$ cat src/rtl/pinsel_pkg.sv
// Package: bit positions of the pin-select word and the select bundle.
// Assumes a 16-bit word of two 8-bit lanes; positions are decoded by the
// pin multiplexers, so they are fixed here.
package pinsel_pkg;
    localparam int BIT_WE    = 0;
    localparam int BIT_OE    = 1;
    localparam int BIT_CAS01 = 2;
    localparam int BIT_CAS23 = 4;
    localparam int BIT_STAT  = 5;
    localparam int BIT_CS    = 6;
    localparam int BIT_AVEC  = 7;

    typedef struct packed {
        logic avec_ack;
        logic cs_ack;
        logic cas23_ack;
        logic cas01_ack;
        logic oe;
        logic we_en;
    } pin_sel_t;
endpackage

$ cat src/rtl/pinsel_store.sv
// Module: byte-lane storage of the writable configuration bits.
// Assumes WR_MASK clears reserved and read-only positions; those stay 0.
module pinsel_store #(
    parameter int LANE_W    = 8,
    parameter int NUM_LANES = 2,
    parameter int DATA_W    = LANE_W * NUM_LANES,
    parameter logic [DATA_W-1:0] WR_MASK = '1
) (
    input  logic                 clk,
    input  logic                 rst_n,
    input  logic                 wr_en,
    input  logic [NUM_LANES-1:0] byte_en,
    input  logic [DATA_W-1:0]    wdata,
    output logic [DATA_W-1:0]    q
);
    for (genvar g = 0; g < NUM_LANES; g++) begin : g_lane
        localparam logic [LANE_W-1:0] LANE_MASK = WR_MASK[g*LANE_W +: LANE_W];
        logic [LANE_W-1:0] lane_q;

        // Load masked write data into this lane when its enable is set.
        always_ff @(posedge clk) begin
            if (!rst_n)
                lane_q <= '0;
            else if (wr_en && byte_en[g])
                lane_q <= wdata[g*LANE_W +: LANE_W] & LANE_MASK;
        end

        assign q[g*LANE_W +: LANE_W] = lane_q;


        lane_upd_chk: assert property (@(posedge clk) disable iff (!rst_n)
            (wr_en && byte_en[g]) |=>
            (q[g*LANE_W +: LANE_W] == ($past(wdata[g*LANE_W +: LANE_W]) & LANE_MASK)));


        lane_hold_chk: assert property (@(posedge clk) disable iff (!rst_n)
            !(wr_en && byte_en[g]) |=> $stable(q[g*LANE_W +: LANE_W]));
    end
endmodule

$ cat src/rtl/pinsel_wtrack.sv
// Module: sticky flag recording the first write to the tracked lane.
// Assumes only reset clears it; the written data are not examined.
module pinsel_wtrack #(
    parameter int NUM_LANES  = 2,
    parameter int TRACK_LANE = 0
) (
    input  logic                 clk,
    input  logic                 rst_n,
    input  logic                 wr_en,
    input  logic [NUM_LANES-1:0] byte_en,
    output logic                 written
);
    logic hit;
    assign hit = wr_en && byte_en[TRACK_LANE];

    // Set on a tracked-lane write, hold until reset.
    always_ff @(posedge clk) begin
        if (!rst_n)
            written <= 1'b0;
        else if (hit)
            written <= 1'b1;
    end


    flag_set_chk: assert property (@(posedge clk) disable iff (!rst_n)
        hit |=> written);


    flag_sticky_chk: assert property (@(posedge clk) disable iff (!rst_n)
        written |=> written);


    flag_quiet_chk: assert property (@(posedge clk) disable iff (!rst_n)
        (!written && !hit) |=> !written);
endmodule

$ cat src/rtl/pinsel_decode.sv
// Module: merges the flag into the read word and fans out the pin selects.
// Assumes default layout from pinsel_pkg; purely combinational.
module pinsel_decode
    import pinsel_pkg::*;
#(
    parameter int LANE_W    = 8,
    parameter int NUM_LANES = 2,
    parameter int DATA_W    = LANE_W * NUM_LANES
) (
    input  logic [DATA_W-1:0]        q,
    input  logic                     written,
    output logic [DATA_W-1:0]        rdata,
    output pin_sel_t                 sel,
    output logic [DATA_W-LANE_W-1:0] hi_opts,
    output logic                     pin_oe
);
    // Build the read word and the select bundle from stored bits.
    always_comb begin
        rdata           = q;
        rdata[BIT_STAT] = written;
        sel.we_en       = q[BIT_WE];
        sel.oe          = q[BIT_OE];
        sel.cas01_ack   = q[BIT_CAS01];
        sel.cas23_ack   = q[BIT_CAS23];
        sel.cs_ack      = q[BIT_CS];
        sel.avec_ack    = q[BIT_AVEC];
    end

    assign hi_opts = rdata[DATA_W-1:LANE_W];
    assign pin_oe  = written;
endmodule

$ cat src/rtl/pin_select_reg.sv
// Module: top of the pin-function select register.
// Assumes a single-cycle write port with byte enables and a free-running read.
module pin_select_reg
    import pinsel_pkg::*;
#(
    parameter int LANE_W     = 8,
    parameter int NUM_LANES  = 2,
    parameter int TRACK_LANE = 0,
    parameter logic [LANE_W*NUM_LANES-1:0] WR_MASK = 16'h77D7,
    localparam int DATA_W    = LANE_W * NUM_LANES,
    localparam int HI_W      = DATA_W - LANE_W
) (
    input  logic                 clk,
    input  logic                 rst_n,
    input  logic                 wr_en,
    input  logic [NUM_LANES-1:0] byte_en,
    input  logic [DATA_W-1:0]    wdata,
    output logic [DATA_W-1:0]    rdata,
    output logic                 sel_we_en,
    output logic                 sel_oe,
    output logic                 sel_cas01_ack,
    output logic                 sel_cas23_ack,
    output logic                 sel_cs_ack,
    output logic                 sel_avec_ack,
    output logic [HI_W-1:0]      hi_opts,
    output logic                 pin_oe
);
    logic [DATA_W-1:0] q;
    logic              written;
    pin_sel_t          sel;

    pinsel_store #(.LANE_W(LANE_W), .NUM_LANES(NUM_LANES), .DATA_W(DATA_W),
                   .WR_MASK(WR_MASK)) u_store (
        .clk(clk), .rst_n(rst_n), .wr_en(wr_en), .byte_en(byte_en),
        .wdata(wdata), .q(q)
    );

    pinsel_wtrack #(.NUM_LANES(NUM_LANES), .TRACK_LANE(TRACK_LANE)) u_track (
        .clk(clk), .rst_n(rst_n), .wr_en(wr_en), .byte_en(byte_en),
        .written(written)
    );

    pinsel_decode #(.LANE_W(LANE_W), .NUM_LANES(NUM_LANES), .DATA_W(DATA_W)) u_dec (
        .q(q), .written(written), .rdata(rdata), .sel(sel),
        .hi_opts(hi_opts), .pin_oe(pin_oe)
    );

    assign sel_we_en     = sel.we_en;
    assign sel_oe        = sel.oe;
    assign sel_cas01_ack = sel.cas01_ack;
    assign sel_cas23_ack = sel.cas23_ack;
    assign sel_cs_ack    = sel.cs_ack;
    assign sel_avec_ack  = sel.avec_ack;


    pin_oe_rel_chk: assert property (@(posedge clk) disable iff (!rst_n)
        $rose(pin_oe) |-> $past(wr_en && byte_en[TRACK_LANE]));
endmodule

$ cat config.mk
export PLATFORM = sky130hd
export DESIGN_NAME = pin_select_reg
export DESIGN_NICKNAME = d
export VERILOG_FILES = /design/src/rtl/pinsel_pkg.sv /design/src/rtl/pinsel_store.sv /design/src/rtl/pinsel_wtrack.sv /design/src/rtl/pinsel_decode.sv /design/src/rtl/pin_select_reg.sv
export SDC_FILE = /design/constraint.sdc
export NUM_CORES = 1
export LEC_CHECK = 0
export BUFFER_PORTS_ARGS = -buffer_cell sky130_fd_sc_hd__buf_2
export CAP_MARGIN = 5
export CORE_UTILIZATION = 39
export CTS_BUF_LIST = sky130_fd_sc_hd__clkbuf_4 sky130_fd_sc_hd__clkbuf_8
export DETAILED_ROUTE_END_ITERATION = 10
export GPL_TIMING_DRIVEN = 0
export PLACE_DENSITY_LB_ADDON = 0.15
export SLEW_MARGIN = 20
export SYNTH_ARGS = -nofsm -noshare
export SYNTH_HDL_FRONTEND = slang
export SYNTH_SLANG_ARGS = --single-unit
$ cat constraint.sdc
create_clock -name clk -period 1.2 [get_ports clk]
set_clock_uncertainty 0.1 [all_clocks]
set_input_delay 0.24 -clock clk [delete_from_list [all_inputs] [get_ports clk]]
set_output_delay 0.24 -clock clk [all_outputs]
set_load 0.03 [all_outputs]
After elaboration in Yosys (flattened, before gate mapping). Cells that the tools add are included.

Bits in registers: 13. Latch bits: 0. RAM bits: 0. ROM bits: 0. Logic and storage cells: 5. Memories kept: 0.

$add $sub $neg: 0. Multiply operators: 0. Divide/modulo/power cells: 0. Magnitude comparators: 0. Equality and inequality tests: 0. Shift-type cells: 0. Multiplexer cells: 0. Bitwise logic cells: 0. Reductions and logical operators: 2.

Operators with widths (number): logical AND 1 bit (2).

Logic depth before layout (Yosys ltp). Gate-level depths: netlist (run 1).

Depth after elaboration: 1. Depth in mapped cells: 4.

Cells and area by module. Synthesis (run 1) repeated with hierarchy kept, for this count alone.

Cells, all modules: 92. Area total of the unflattened synthesis: 808.3 um2.

Modules (own cells, without submodules): pinsel_store (instances 1, cells each 58, area an instance 544.3 um2); pinsel_decode (instances 1, cells each 31, area an instance 232.7 um2); pinsel_wtrack (instances 1, cells each 3, area an instance 31.3 um2).

Least setup slack after synthesis (run 1). No wires, ideal clock.

Path kind: register to output. From: register u_track.written. To: output port rdata[5]. Arrival time: 719 ps. Path slack: 141 ps. Cell stages (with the launch flop): 2. Path buffers: 1. Cells stage by stage: dfxtp_1 > buf_4.

RTL lines: from (decl) (line pinsel_wtrack.sv:11) `output logic written`; from (signal assigned) (line pinsel_wtrack.sv:19) `written <= 1'b0;`; from (signal assigned) (line pinsel_wtrack.sv:21) `written <= 1'b1;`; to (decl) (line pin_select_reg.sv:18) `output logic [DATA_W-1:0] rdata,`.

No word-level cell between the ends.

Worst setup path after layout (run 1).
From: register u_store.g_lane[1].lane_q[5]. To: output port rdata[13].

RTL lines: from (decl) (line pinsel_store.sv:18) `logic [LANE_W-1:0] lane_q;`; from (signal assigned) (line pinsel_store.sv:25) `lane_q <= wdata[g*LANE_W +: LANE_W] & LANE_MASK;`.

No word-level cell between the ends.

==> results of run 1 <==
==> path summary, 6_finish.rpt <==
check	from	slack [ns]	cells after the start	endpoint
worst max-delay path	u_store.g_lane[1].lane_q[5]	0.02	2	rdata[13]
worst min-delay path	wdata[6]	0.1	3	u_store.g_lane[0].lane_q[6]
worst max register to register	u_store.g_lane[0].lane_q[0]	0.43	3	u_store.g_lane[0].lane_q[0]
worst min register to register	u_store.g_lane[1].lane_q[4]	0.36	2	u_store.g_lane[1].lane_q[4]
==> sequential cells by signal, summed over array words and instances (netlist names) <==
name	cells
u_store.g_lane.lane_q	12
u_track.written	1
==> final cells by class <==
type                            count  area (µm²)  area share, %
Buffer                             11         108           11.1
Clock buffer                        4        30.0           3.09
Multi-Input combinational cell     44         231           23.8
Sequential cell                    13         277           28.4
Tap cell                           16        20.0           2.06
Timing Repair Buffer               43         307           31.5
==> synthesized netlist by cell type <==
master and number:
nand2_1 12, o21ai_2 2, dfxtp_1 13, clkbuf_8 1, nand4_1 12, buf_4 18
and2_4 2, conb_1 1, buf_6 3, o21ai_0 5, o21ai_1 5, o21a_1 1
==> per-layer routing <==
layer	part of all wire, %	routed length, µm	global-route usage, %
met2	50	744	26.9
met3	6.9	102	4.26
met4	1.0	15	10.9
met1	42	623	19.9
met5	0	0	0
==> repair_timing <==
action | in CTS | in global routing
endpoints found under the setup margin | 13 | 7
setup buffers | 1 | 1
gates resized for setup | 40 | 4
==> critical path, delay by kind of cell, from the launching register on <==
kind | cells | cell delay, ns
buffers and inverters | 2 | 0.23
flip-flops | 1 | 0.34
==> power by group through the flow <==
stage	registers, mW	logic [mW]	clock network [mW]
final	0.476	0.299	0.292
after global routing	0.479	0.316	0.327
after CTS	0.475	0.304	0.304
after detailed placement	0.478	0.288	0
after global placement	0.477	0.286	0
after floorplan	0.521	0.162	0
==> cell families after synthesis <==
group                  synth area share, %
AOI/OAI and AO/OA                     11.4
buffers and inverters                 27.7
DFF                                   39.5
other                                0.569
and+or+nand+nor                       20.9
==> per-stage QoR <==
step	utilization, %	total power [mW]
finish	63.1	1.07
global route	63.1	1.12
CTS	64.0	1.08
detailed placement	58.4	0.765
global placement	58.4	0.762
floorplan	-	0.683
==> impl_metrics.json, run 1 <==
{
  "outcome": "complete, no violations",
  "fp-row-count": 14,
  "grt_antenna_before_repair": 0,
  "timing.critical_path.cells": "buf_6, buf_6",
  "grt_start_max_net_pins": 11,
  "p_switching_uw": 335,
  "sw_frac_of_total_pct": 31.4,
  "cts.sink_count": 13,
  "layout_commonest_cell": "buf_2",
  "htree_num_levels": 1,
  "number_of_buffers_inserted_for_hold_repair_after_clock_tree_synthesis": 0,
  "final_min_period_over_clock_period_pct": 98.6,
  "io_pins": 52,
  "path_clk_slew_ns": 0.08,
  "layout_setup_ws_ns": 0.0173,
  "mappedNetlistArea_um2": 659,
  "max_stage_delay_on_crit_path_ns": 0.34,
  "int_power_uw": 732,
  "synth.top_cells.by_area": "dfxtp_1 (39%), buf_4 (20%), nand4_1 (11%), nand2_1 (6.8%), buf_6 (5.1%)",
  "end_kind": "primary output",
  "dr_total_vias": 633,
  "final.min_clock_period_ns": 1.18,
  "numPortBuffers": 41,
  "worstPathArrival_ns": 0.84,
  "synth_largest_area_cell": "dfxtp_1",
  "place_congestion": 0.787,
  "power.share.sequential_pct": 44.6,
  "max_cap_viol_count": 0,
  "cts_max_path_buffers": 2,
  "place.detailed.instances": 136,
  "start_util_pct": 42.8,
  "globalRouteTotalUtil_pct": 16.9,
  "layout-drive-gt1-share_pct": 65.2,
  "finish.net_count": 137,
  "final_non_filler_cell_total": 131,
  "yosys_register_bits": 13,
  "post-route-drc-count": 0,
  "globalRouteOverflowTotal": 0,
  "tritoncts": "yes",
  "hold-worst-slack_ns": 0.0961,
  "finalMaxSlewViolations": 0,
  "totalWireLength_mm": 1.49,
  "dp_area_um2": 900,
  "timing_hold_violations_final": 0,
  "post-dp-hpwl_mm": 1.07,
  "areaGrowthSynthToFinish_pct": 47.4,
  "wire_per_inst_um": 11.3,
  "chipWidth_um": 43.1,
  "synth.lib_cells_used.distinct": 12,
  "core-area_um2": 1540,
  "ant_nets": 0,
  "vdd.ir_drop.worst_mv": 0.518,
  "timing.setup.critical_path_class": "reg2out",
  "critPathMostFrequentCell": "buf_6",
  "n_antenna_cell": 0,
  "grt_first_pass_wirelength_mm": 2.35,
  "die_y_extent_um": 43.1,
  "placement.setup.worst_slack_ns": 0.233,
  "layout.filler_cells": 144,
  "p_per_area_nw_per_um2": 1100,
  "grt_pass1_vias": 589,
  "setup_viol": 0,
  "pwr-share-comb_pct": 28.0,
  "worst_hold_path_type": "in2reg",
  "max_clock_freq_ghz": 0.846,
  "layout.cells.most_common_list": "buf_2 (26), buf_6 (18), dfxtp_2 (13), nand2_1 (12), nand4_1 (12)",
  "power.leakage_nw": 0.481,
  "worst_skew_pair.late_latency_ns": 0.27,
  "required_ns": 0.86,
  "critical_path.startpoint_type": "register",
  "power_frac_clock_pct": 27.4,
  "viasPerCell": 4.83,
  "final_design_area_no_fill_um2": 972,
  "slowest_stage": "dfxtp_2",
  "drtIter0Drc": 4,
  "syn-instance-count": 75,
  "yosysSeqAreaShare_pct": 39.5,
  "synth_top_area_share_pct": 39.5,
  "dr.pass1.iters": 4,
  "numCtsBuffers": 3,
  "fp.dieArea_um2": 1860,
  "setup_total_negative_slack_ns": 0,
  "rsz0062_at_grt": "true",
  "critical_path_peak_fanout": 3,
  "yosys_warnings": 0,
  "cts-root-buf": "clkbuf_4",
  "synth.avg_cell_area_um2": 8.79
}
No activity file was read; power rests on OpenSTA's default activity.
==> run 2, diff against run 1 <==
- CORE_UTILIZATION: 39 -> 36
- clock period: 1.2 -> 1 ns (I/O delays scaled with it)
==> run 2 against run 1 <==
- the flow now finishes with violations (negative setup slack)
- hold slack lost 0.037 ns
- via count grew 4.9%
- power grew 28%
- register-to-register slack lost 0.16 ns
- utilization grew 4.6 points
- critical endpoint is now rdata[9]
- largest power group unchanged
==> impl_metrics.json, run 2 (synthesis results as in run 1) <==
{
  "timing.critical_path.cells": "buf_6, buf_6",
  "grt_busiest_layer": "met2",
  "core-area_um2": 1730,
  "worstPathArrival_ns": 0.85,
  "fp.dieArea_um2": 2010,
  "place.detailed.instances": 145,
  "hold-worst-slack_ns": 0.0587,
  "p_switching_uw": 425,
  "critical_path.startpoint_type": "register",
  "max_cap_viol_count": 0,
  "power.leakage_nw": 0.550,
  "start_util_pct": 38.2,
  "top_regs": "u_store.g_lane.lane_q (12), u_track.written (1)",
  "place_congestion": 0.717,
  "post-route-drc-count": 0,
  "numPortBuffers": 41,
  "largest_register_ff_count": 12,
  "outcome": "finished, violations left",
  "finalPower_mw": 1.36,
  "cp_top_family": "flip-flops",
  "cp_num_buf_inv": 2,
  "worst_skew_pair.late_latency_ns": 0.27,
  "layout.core_utilization_pct": 67.7,
  "n_antenna_cell": 0,
  "critical_path_peak_fanout": 3,
  "drtIter0Drc": 9,
  "cts.sink_count": 13,
  "setup_total_negative_slack_ns": -2.74,
  "tritoncts": "yes",
  "required_ns": 0.70,
  "use_met2_pct": 31.5,
  "dp_area_um2": 927,
  "layout.cells.most_common_list": "buf_6 (42), buf_2 (15), dfxtp_2 (13), nand2_1 (12), nand4_1 (12)",
  "io_pins": 52,
  "power.share.sequential_pct": 42.4,
  "chipWidth_um": 44.8,
  "finalMaxSlewViolations": 0,
  "areaGrowthSynthToFinish_pct": 77.2,
  "int_power_uw": 939,
  "post-dp-hpwl_mm": 1.13,
  "finish.net_count": 146,
  "globalRouteTotalUtil_pct": 17.1,
  "groute.layer.met1.usage_pct": 19.5,
  "power_frac_clock_pct": 26.0,
  "grt_first_pass_wirelength_mm": 2.46,
  "htree_num_levels": 1,
  "cts_max_path_buffers": 2,
  "layout_commonest_cell": "buf_6",
  "timing.setup.critical_path_class": "reg2out",
  "placement.setup.worst_slack_ns": 0.0959,
  "globalRouteOverflowTotal": 0,
  "grt_antenna_before_repair": 0,
  "largest_register": "u_store.g_lane.lane_q",
  "critPathMostFrequentCell": "buf_6",
  "final_min_period_over_clock_period_pct": 115,
  "dr_total_vias": 664,
  "numCtsBuffers": 3,
  "violations_in_the_final_reports": "negative setup slack",
  "timing_hold_violations_final": 0,
  "totalWireLength_mm": 1.66,
  "grt_start_max_net_pins": 11,
  "path_clk_slew_ns": 0.09,
  "max_stage_delay_on_crit_path_ns": 0.35,
  "final_design_area_no_fill_um2": 1170,
  "use_met3_pct": 3.60,
  "end_kind": "primary output",
  "final.min_clock_period_ns": 1.15,
  "grt_pass1_vias": 555,
  "layout_setup_ws_ns": -0.153,
  "vdd.ir_drop.worst_mv": 0.845,
  "number_of_buffers_inserted_for_hold_repair_after_clock_tree_synthesis": 0,
  "die_y_extent_um": 44.8,
  "ant_nets": 0,
  "rsz0062_at_grt": "true",
  "worst_hold_path_type": "in2reg",
  "fp-row-count": 15,
  "cts-root-buf": "clkbuf_4",
  "final_non_filler_cell_total": 149,
  "slowest_stage": "dfxtp_2",
  "sw_frac_of_total_pct": 31.2,
  "viasPerCell": 4.46,
  "wire_per_inst_um": 11.2,
  "layout-drive-gt1-share_pct": 67.7,
  "p_per_area_nw_per_um2": 1170,
  "setup_viol": 26,
  "max_clock_freq_ghz": 0.867,
  "pwr-share-comb_pct": 31.6,
  "dr.pass1.iters": 6
}
run 2: worst paths after layout:
| kind | from | end | slack, ns | cells past startpoint |
|---|---|---|---|---|
| max | u_store.g_lane[1].lane_q[1] | rdata[9] | -0.15 | 2 |
| min reg2reg | u_store.g_lane[1].lane_q[4] | u_store.g_lane[1].lane_q[4] | 0.37 | 2 |
| min | wdata[6] | u_store.g_lane[0].lane_q[6] | 0.06 | 3 |
| max reg2reg | u_store.g_lane[0].lane_q[2] | u_store.g_lane[0].lane_q[2] | 0.27 | 2 |
run 2: worst reg2reg max path, delay by kind of cell (launching register included):
family,cells,cell delay [ns]
and+or+nand+nor,1,0.05
AOI/OAI and AO/OA,1,0.14
DFF,1,0.36
run 2: cell type report:
type / instances / area (µm²)
Clock buffer: 4 / 30.0
Buffer: 22 / 231
Timing Repair Buffer: 41 / 368
Fill cell: 165 / 558
Sequential cell: 13 / 277
Tap cell: 25 / 31.3
Multi-Input combinational cell: 44 / 231
run 2: power groups by stage:
| stage | Clock (mW) | Combinational (mW) | Sequential (mW) |
|---|---|---|---|
| after floorplan | 0 | 0.195 | 0.631 |
| after global placement | 0 | 0.344 | 0.577 |
| after detailed placement | 0 | 0.347 | 0.579 |
| after CTS | 0.365 | 0.423 | 0.576 |
| after global routing | 0.406 | 0.452 | 0.583 |
| final | 0.355 | 0.431 | 0.578 |
run 2: metal layers:
metal,vias up,wire length [µm]
met1,302,638
li1,336,-
met4,0,0
met2,26,927
met3,0,96
met5,-,0
run 2: what timing repair did:
| action | CTS | global route |
|---|---|---|
| buffers inserted | 0 | 0 |
| pin swaps | 0 | 0 |
| setup endpoints to repair | 26 | 26 |
| gates resized for setup | 60 | 6 |
